<file path="src/rtl/scan_shade_pkg.sv">
`timescale 1ns/1ps
package scan_shade_pkg;

  typedef enum logic [1:0] {
    PH_IDLE = 2'd0,
    PH_RISE = 2'd1,
    PH_DUMP = 2'd2
  } shade_phase_e;

  // Lanes with an even index share the "odd" rail (channels 1, 3, 5).
  function automatic logic odd_rail_lane(input int unsigned idx);
    return (idx % 2) == 0;
  endfunction

endpackage

</file>
<file path="src/rtl/scan_edge_sync.sv">
`timescale 1ns/1ps
module scan_edge_sync #(
  parameter int unsigned LANES      = 7,
  parameter int unsigned EDGE_LANES = 6,
  parameter int unsigned STAGES     = 2
) (
  input  logic                  clk,
  input  logic                  rst_n,
  input  logic [LANES-1:0]      raw_i,
  output logic [LANES-1:0]      lvl_o,
  output logic [EDGE_LANES-1:0] fall_o
);

  localparam int unsigned LAST = STAGES - 1;

  logic [STAGES-1:0][LANES-1:0] pipe_q;
  logic [EDGE_LANES-1:0]        prev_q;

  always_ff @(posedge clk or negedge rst_n) begin
    if (!rst_n) begin
      pipe_q <= '0;
      prev_q <= '0;
    end else begin
      pipe_q[0] <= raw_i;
      for (int s = 1; s < STAGES; s++) begin
        pipe_q[s] <= pipe_q[s-1];
      end
      prev_q <= pipe_q[LAST][EDGE_LANES-1:0];
    end
  end

  assign lvl_o  = pipe_q[LAST];
  assign fall_o = prev_q & ~pipe_q[LAST][EDGE_LANES-1:0];

  // A detected fall is a one-cycle event on each lane
  AST_FALL_ONE_CYCLE: assert property (@(posedge clk) disable iff (!rst_n)
    (fall_o != '0) |=> ((fall_o & $past(fall_o)) == '0)) else $error("fall pulse held");

endmodule

</file>
<file path="src/rtl/shade_ramp_fsm.sv">
`timescale 1ns/1ps
module shade_ramp_fsm
  import scan_shade_pkg::*;
#(
  parameter int unsigned CNT_W = 16
) (
  input  logic             clk,
  input  logic             rst_n,
  input  logic             run_i,
  input  logic             trig_i,
  input  logic [CNT_W-1:0] top_i,
  input  logic [CNT_W-1:0] floor_i,
  input  logic [CNT_W-1:0] dump_len_i,
  output logic             busy_o
);

  localparam int unsigned XW = CNT_W + 1;

  function automatic logic reached_top(input logic [CNT_W-1:0] r, input logic [CNT_W-1:0] t);
    return r >= t;
  endfunction

  function automatic logic below_floor(input logic [CNT_W-1:0] r, input logic [CNT_W-1:0] f);
    return r < f;
  endfunction

  function automatic logic dump_over(input logic [CNT_W-1:0] tick, input logic [CNT_W-1:0] len);
    logic [XW-1:0] nxt;
    nxt = {1'b0, tick} + XW'(1);
    return nxt >= {1'b0, len};
  endfunction

  function automatic logic [CNT_W-1:0] decay(input logic [CNT_W-1:0] r);
    return r >> 1;
  endfunction

  shade_phase_e     phase_q;
  logic [CNT_W-1:0] ramp_q;
  logic [CNT_W-1:0] tick_q;

  // Named events for the assertions
  logic armed_w, start_evt, top_evt, dump_evt;

  assign armed_w   = (phase_q == PH_IDLE) && below_floor(ramp_q, floor_i);
  assign start_evt = run_i && trig_i && armed_w;
  assign top_evt   = run_i && (phase_q == PH_RISE) && reached_top(ramp_q, top_i);
  assign dump_evt  = run_i && (phase_q == PH_DUMP) && dump_over(tick_q, dump_len_i);

  always_ff @(posedge clk or negedge rst_n) begin
    if (!rst_n) begin
      phase_q <= PH_IDLE;
      ramp_q  <= '0;
      tick_q  <= '0;
    end else if (!run_i) begin
      phase_q <= PH_IDLE;
      ramp_q  <= '0;
      tick_q  <= '0;
    end else begin
      case (phase_q)
        PH_IDLE: begin
          if (start_evt) begin
            phase_q <= PH_RISE;
            ramp_q  <= ramp_q + 1'b1;
          end else begin
            ramp_q  <= decay(ramp_q);
          end
        end
        PH_RISE: begin
          if (top_evt) begin
            phase_q <= PH_DUMP;
            tick_q  <= '0;
          end else begin
            ramp_q  <= ramp_q + 1'b1;
          end
        end
        PH_DUMP: begin
          ramp_q <= decay(ramp_q);
          if (dump_evt) phase_q <= PH_IDLE;
          else          tick_q  <= tick_q + 1'b1;
        end
        default: phase_q <= PH_IDLE;
      endcase
    end
  end

  assign busy_o = run_i && (phase_q == PH_RISE);

  AST_START_ARMED: assert property (@(posedge clk) disable iff (!rst_n)
    (phase_q == PH_RISE && $past(phase_q) == PH_IDLE) |-> ($past(ramp_q) < $past(floor_i))) else $error("start unarmed");
  AST_RISE_CLIMBS: assert property (@(posedge clk) disable iff (!rst_n)
    (phase_q == PH_RISE && $past(phase_q) == PH_RISE) |-> (ramp_q == $past(ramp_q) + 1'b1)) else $error("ramp step");
  AST_NO_SHORTCUT: assert property (@(posedge clk) disable iff (!rst_n)
    (run_i && phase_q == PH_RISE) |=> (phase_q != PH_IDLE)) else $error("skipped discharge");
  AST_DUMP_NOT_RISE: assert property (@(posedge clk) disable iff (!rst_n)
    (phase_q == PH_DUMP) |=> (phase_q != PH_RISE)) else $error("retrigger in discharge");
  AST_OFF_CLEARS: assert property (@(posedge clk) disable iff (!rst_n)
    (!run_i) |=> (phase_q == PH_IDLE && ramp_q == '0)) else $error("disable kept state");

endmodule

</file>
<file path="src/rtl/scan_out_cell.sv">
`timescale 1ns/1ps
module scan_out_cell #(
  parameter bit SHADEABLE = 1'b1
) (
  input  logic clk,
  input  logic rst_n,
  input  logic en_i,
  input  logic shade_i,
  input  logic lvl_i,
  output logic hi_o,
  output logic lo_o,
  output logic hiz_o,
  output logic dis_o
);

  logic float_w;

  generate
    if (SHADEABLE) begin : g_shade
      assign float_w = shade_i && !lvl_i;
    end else begin : g_plain
      logic unused_shade;
      assign unused_shade = shade_i;
      assign float_w = 1'b0;
    end
  endgenerate

  always_comb begin
    hi_o  = 1'b0;
    lo_o  = 1'b0;
    hiz_o = 1'b0;
    dis_o = 1'b0;
    if (!en_i) begin
      hiz_o = 1'b1;
    end else if (float_w) begin
      hiz_o = 1'b1;
      dis_o = 1'b1;
    end else begin
      hi_o = lvl_i;
      lo_o = !lvl_i;
    end
  end

  AST_ONE_STATE: assert property (@(posedge clk) disable iff (!rst_n)
    $countones({hi_o, lo_o, hiz_o}) == 1) else $error("drive state");
  AST_DIS_FLOATS: assert property (@(posedge clk) disable iff (!rst_n)
    dis_o |-> (hiz_o && en_i && shade_i)) else $error("discharge while driving");

endmodule

</file>
<file path="src/rtl/scan_shade_ctrl.sv">
`timescale 1ns/1ps
module scan_shade_ctrl
  import scan_shade_pkg::*;
#(
  parameter int unsigned NUM_CK      = 6,
  parameter int unsigned SYNC_STAGES = 2,
  parameter int unsigned CNT_W       = 16
) (
  input  logic              clk,
  input  logic              rst_n,
  input  logic              chip_en,
  input  logic              shade_en,
  input  logic              st_in,
  input  logic [NUM_CK-1:0] ck_in,
  input  logic [CNT_W-1:0]  ramp_top,
  input  logic [CNT_W-1:0]  ramp_floor,
  input  logic [CNT_W-1:0]  dump_len,
  output logic              st_hi,
  output logic              st_lo,
  output logic              st_hiz,
  output logic [NUM_CK-1:0] ck_hi,
  output logic [NUM_CK-1:0] ck_lo,
  output logic [NUM_CK-1:0] ck_hiz,
  output logic [NUM_CK-1:0] ck_dis,
  output logic              rail_odd_on,
  output logic              rail_even_on,
  output logic              shade_busy
);

  localparam int unsigned LANES   = NUM_CK + 1;
  localparam int unsigned ST_LANE = NUM_CK;

  logic [LANES-1:0]  lvl_w;
  logic [NUM_CK-1:0] fall_w;
  logic              run_w;
  logic              trig_w;
  logic              busy_w;
  logic              st_dis_w;

  assign run_w  = chip_en && shade_en;
  assign trig_w = |fall_w;

  scan_edge_sync #(
    .LANES(LANES), .EDGE_LANES(NUM_CK), .STAGES(SYNC_STAGES)
  ) sync_i (
    .clk(clk), .rst_n(rst_n), .raw_i({st_in, ck_in}),
    .lvl_o(lvl_w), .fall_o(fall_w)
  );

  shade_ramp_fsm #(.CNT_W(CNT_W)) ramp_i (
    .clk(clk), .rst_n(rst_n), .run_i(run_w), .trig_i(trig_w),
    .top_i(ramp_top), .floor_i(ramp_floor), .dump_len_i(dump_len),
    .busy_o(busy_w)
  );

  generate
    for (genvar i = 0; i < NUM_CK; i++) begin : g_ck
      scan_out_cell #(.SHADEABLE(1'b1)) cell_i (
        .clk(clk), .rst_n(rst_n), .en_i(chip_en), .shade_i(busy_w),
        .lvl_i(lvl_w[i]), .hi_o(ck_hi[i]), .lo_o(ck_lo[i]),
        .hiz_o(ck_hiz[i]), .dis_o(ck_dis[i])
      );
    end
  endgenerate

  scan_out_cell #(.SHADEABLE(1'b0)) st_cell_i (
    .clk(clk), .rst_n(rst_n), .en_i(chip_en), .shade_i(busy_w),
    .lvl_i(lvl_w[ST_LANE]), .hi_o(st_hi), .lo_o(st_lo),
    .hiz_o(st_hiz), .dis_o(st_dis_w)
  );

  always_comb begin
    rail_odd_on  = 1'b0;
    rail_even_on = 1'b0;
    for (int unsigned i = 0; i < NUM_CK; i++) begin
      if (odd_rail_lane(i)) rail_odd_on  = rail_odd_on  | ck_dis[i];
      else                  rail_even_on = rail_even_on | ck_dis[i];
    end
  end

  assign shade_busy = busy_w;

  AST_OFF_ALL_FLOAT: assert property (@(posedge clk) disable iff (!rst_n)
    !chip_en |-> (st_hiz && (&ck_hiz) && !rail_odd_on && !rail_even_on && !shade_busy)) else $error("not floating");
  AST_RAIL_NEEDS_BUSY: assert property (@(posedge clk) disable iff (!rst_n)
    (rail_odd_on || rail_even_on) |-> shade_busy) else $error("rail outside window");
  AST_IDLE_NO_DIS: assert property (@(posedge clk) disable iff (!rst_n)
    !shade_busy |-> (ck_dis == '0)) else $error("discharge while idle");
  AST_ST_DRIVEN: assert property (@(posedge clk) disable iff (!rst_n)
    chip_en |-> (!st_hiz && !st_dis_w)) else $error("start lane shaded");

endmodule

</file>
<file path="config.mk">
export PLATFORM = sky130hd
export DESIGN_NAME = scan_shade_ctrl
export DESIGN_NICKNAME = d
export VERILOG_FILES = /design/src/rtl/scan_shade_pkg.sv /design/src/rtl/scan_edge_sync.sv /design/src/rtl/shade_ramp_fsm.sv /design/src/rtl/scan_out_cell.sv /design/src/rtl/scan_shade_ctrl.sv
export SDC_FILE = /design/constraint.sdc
export NUM_CORES = 1
export LEC_CHECK = 0
export BUFFER_PORTS_ARGS = -buffer_cell sky130_fd_sc_hd__buf_2
export CAP_MARGIN = 30
export CORE_ASPECT_RATIO = 1.75
export CORE_MARGIN = 5
export CORE_UTILIZATION = 58
export CTS_BUF_LIST = sky130_fd_sc_hd__clkbuf_8 sky130_fd_sc_hd__clkbuf_16
export CTS_CLUSTER_SIZE = 12
export DETAILED_ROUTE_END_ITERATION = 8
export GPL_ROUTABILITY_DRIVEN = 0
export PLACE_DENSITY = 0.81
export SLEW_MARGIN = 20
export SYNTH_ARGS = -nofsm -noshare
export SYNTH_HDL_FRONTEND = slang
export SYNTH_SLANG_ARGS = --single-unit
</file>
<file path="constraint.sdc">
create_clock -name clk -period 9.7 [get_ports clk]
set_clock_uncertainty 0.15 [all_clocks]
set_input_delay 1.455 -clock clk [delete_from_list [all_inputs] [get_ports clk]]
set_output_delay 1.455 -clock clk [all_outputs]
set_load 0.02 [all_outputs]
</file>
==> impl_results.md <==
* Core ar. at 7620 µm²
* Critical Path Start: chip_en
* RSZ-0062 raised after global routing: false
* First drt pass iteration count at 5
* Setup tns final at 0 ns
* Synth Flop Type: dfrtp_1
* Setup Buffers After CTS at 0
* Detailed Route WL at 10980 µm
* Power Dens Cells at between 100 and 150 nW/µm²
* Total Routing Usage GR at between 20% and 30%
* Row count at between 40 and 50
* Vias at 4086
* Vias per cell at ~6.1
* Post_cts resized at 0
* Yosys top cell area share at 29.72%
* Min-delay src: sync_i.pipe_q[2]$_DFF_PN0_
* Critical path class: in -> out
* Post-Syn Area at ~4500 µm²
* FF/Latch Area at around 1400 µm²
* First-pass GRT wire length at approximately 18000 µm
* DRT iter0 DRCs at 440
* Initial Util at about three fifths
* Worst Hold Depth at 0
* Ys async rst share at 100.0%
* Sequential share of the synthesized area at 29.72%
* Status: finished clean
* Cell breakdown of the critical path: buf_2, and2_1, nand2_1, nand2_1, nor2_1, buf_2
* RR Startpoint: ramp_i.tick_q[2]$_DFFE_PN0P_
* Area of the multi-input gates at about 2700 µm²
* Fin. max-slew vios at 0
* CTS H-tree depth at 2
* Die Y at 127.1 µm
* Relative slew slack at 34.38%
* Share of layout cells above drive strength 1 at between 10% and 20%
* Antenna violations before repair at 0
* CTS tree: yes
* Synth-to-Final Area Change at 9.604%
* Max_cap viols at 0
* YS warnings at 0
* Largest net degree at the start of global routing at between 50 and 60
* # IOs at 89
* Final setup fails at 0
* Worst R2R Path Depth at 13
* Fin crit share at approximately 48%
* Detail Placement HPWL at between 8000 and 9000 µm
* Library cells used by synthesis at 61
* Worst-skew pair later-pin latency at approximately 0.30 ns
* Highest-delay cell along the critical path: nand2_1
* Layout Cells excl Fill at 670
* Worst path max stage delay at roughly 0.44 ns
* Critical Path Start Type: input port
* Placed Area at slightly below 5000 µm²
* CTS Buffer Depth at 2
* Worst-path clk slew at ~0.070 ns
* Mapped Cells at 530
* Area leader, netlist: dfrtp_1
* Minimum clock period at 4.657 ns
* Worst Tran Pin Value at about 0.98 ns
* Hold Buf Count CTS at 0
* Area contributors post-synth: dfrtp_1, ha_1, inv_1, buf_4, o21ai_0
* Worst endpoint required time at roughly 8.1 ns
* DRT antenna net count at 0
* Final Hold Viols at 0
* Die area at about 9800 µm²
* Critical path arrival at 3.05 ns
* Syn_nets at 643
* FF+latch count, synth at 54
* P_leak at roughly 2.6 nW
* Grt ovf at 0
* Sink Count at 54
* Antenna cells at 0
* DRC violations left at 0
* Die width at between 70 and 80 µm
* Reg2reg setup slack at about 5.5 ns
* DP Cell Count at 662
* WL/cell at 16.39 µm
* Number of flops mapped to enable cells by yosys at 0
* Post-Syn Area per Cell at ~8.6 µm²
* Highest fanout seen on the critical path at 19
* Post-route cell area at about 5000 µm²
* Worst VDD drop at around 0.10 mV
* IO buf count at slightly below 90
* Fmax at between 200 and 250 MHz
* Synth cell count leaders: dfrtp_1, ha_1, inv_1, nand2_1, nor2_1
* Hold Crit Class: reg -> reg
* Vias in the first global route at a little over 4000
* CP endpoint kind: primary output
* Clk root buf: clkbuf_16
* Clock buffer count from CTS at 5
* Nets@finish at ~700
* Fill count at 636
state kept, by name (all words and copies together) (netlist names):
signal	flops
ramp_i.phase_q	2
ramp_i.ramp_q	16
ramp_i.tick_q	16
sync_i.lvl_o	7
sync_i.pipe_q	7
sync_i.prev_q	6
critical path: cells and delay by family:
family                 cells  cell delay [ns]
AND/OR/NAND/NOR            4             1.22
buffers and inverters      2             0.37
per-stage QoR:
stage                     total power, mW  hold slack, ns  utilization, %  worst slack, ns
after global placement             0.3264          0.1814           63.38            5.141
after detailed placement           0.3303          0.1847           63.38            5.053
after floorplan                    0.3018          0.1812               -            5.639
after CTS                          0.5163          0.2020           65.40            5.043
after global routing               0.5369          0.2089           65.40            4.786
final                              0.5146          0.2012           65.40            5.043
final timing paths:
kind                                                endpoint
worst max-delay path                                ck_lo[1]
worst min-delay path               sync_i.lvl_o[2]$_DFF_PN0_
worst max register to register  ramp_i.tick_q[8]$_DFFE_PN0P_
worst min register to register     sync_i.lvl_o[2]$_DFF_PN0_
max in group asynchronous       ramp_i.tick_q[3]$_DFFE_PN0P_
min in group asynchronous          sync_i.lvl_o[0]$_DFF_PN0_
layout make-up:
type / instances / share of cell area (%)
multi-input combinational: 376 / 54.38
sequential: 54 / 27.12
timing repair buffer: 90 / 9.139
inverter: 54 / 4.067
clock buffer: 5 / 2.511
tap: 88 / 2.209
clock inverter: 3 / 0.5775
layer usage:
layer	track usage, %	vias to the layer above	wire, µm
met5	0	-	0
met4	10.81	0	490
met3	2.606	43	506
met2	40.46	144	5876
met1	25.33	1938	4107
li1	-	1961	-
report_power, final:
group          total [mW]  switching, mW  internal, mW
clock network       0.189         0.0901        0.0987
registers           0.239        0.00806         0.231
logic              0.0867         0.0520        0.0347
total               0.515          0.150         0.364
cell usage in the layout, fill, tap and decap left out, drive strengths merged, types with 2 or more instances in the layout:
cell type | synthesis | layout
nor3 | 6 | 6
xor2 | 12 | 12
o21a | 12 | 12
or2 | 2 | 2
ha | 54 | 54
a2111oi | 3 | 3
o22a | 2 | 2
nand3 | 22 | 22
a211o | 2 | 2
a21o | 6 | 6
a211oi | 4 | 4
nor2 | 38 | 38
and2 | 6 | 6
nand2b | 5 | 5
o31ai | 10 | 10
nand4 | 11 | 11
xnor2 | 14 | 14
buf | 29 | 90
a22o | 14 | 14
mux2 | 4 | 4
and4 | 3 | 3
nor2b | 4 | 4
o21ai | 33 | 33
o211ai | 3 | 3
o41ai | 4 | 4
clkinv | 0 | 2
clkbuf | 17 | 5
mux2i | 4 | 4
and3 | 7 | 7
inv | 54 | 55
a221oi | 4 | 4
a21oi | 20 | 20
a22oi | 6 | 6
nand2 | 39 | 39
a31oi | 7 | 7
dfrtp | 54 | 54
logic make-up (layout without fill, tap and decap cells):
| family | after synthesis | count (layout) | synth area share [%] |
|---|---|---|---|
| AND/OR/NAND/NOR | 147 | 147 | 15.99 |
| AO/OA/AOI/OAI | 141 | 141 | 21.88 |
| buffers and inverters | 100 | 152 | 10.68 |
| adder cells (fa/ha/maj) | 54 | 54 | 14.86 |
| flip-flops | 54 | 54 | 29.72 |
| XOR/XNOR | 26 | 26 | 5.008 |
| multiplexers | 8 | 8 | 1.871 |
(Power assumes the default switching activity.)
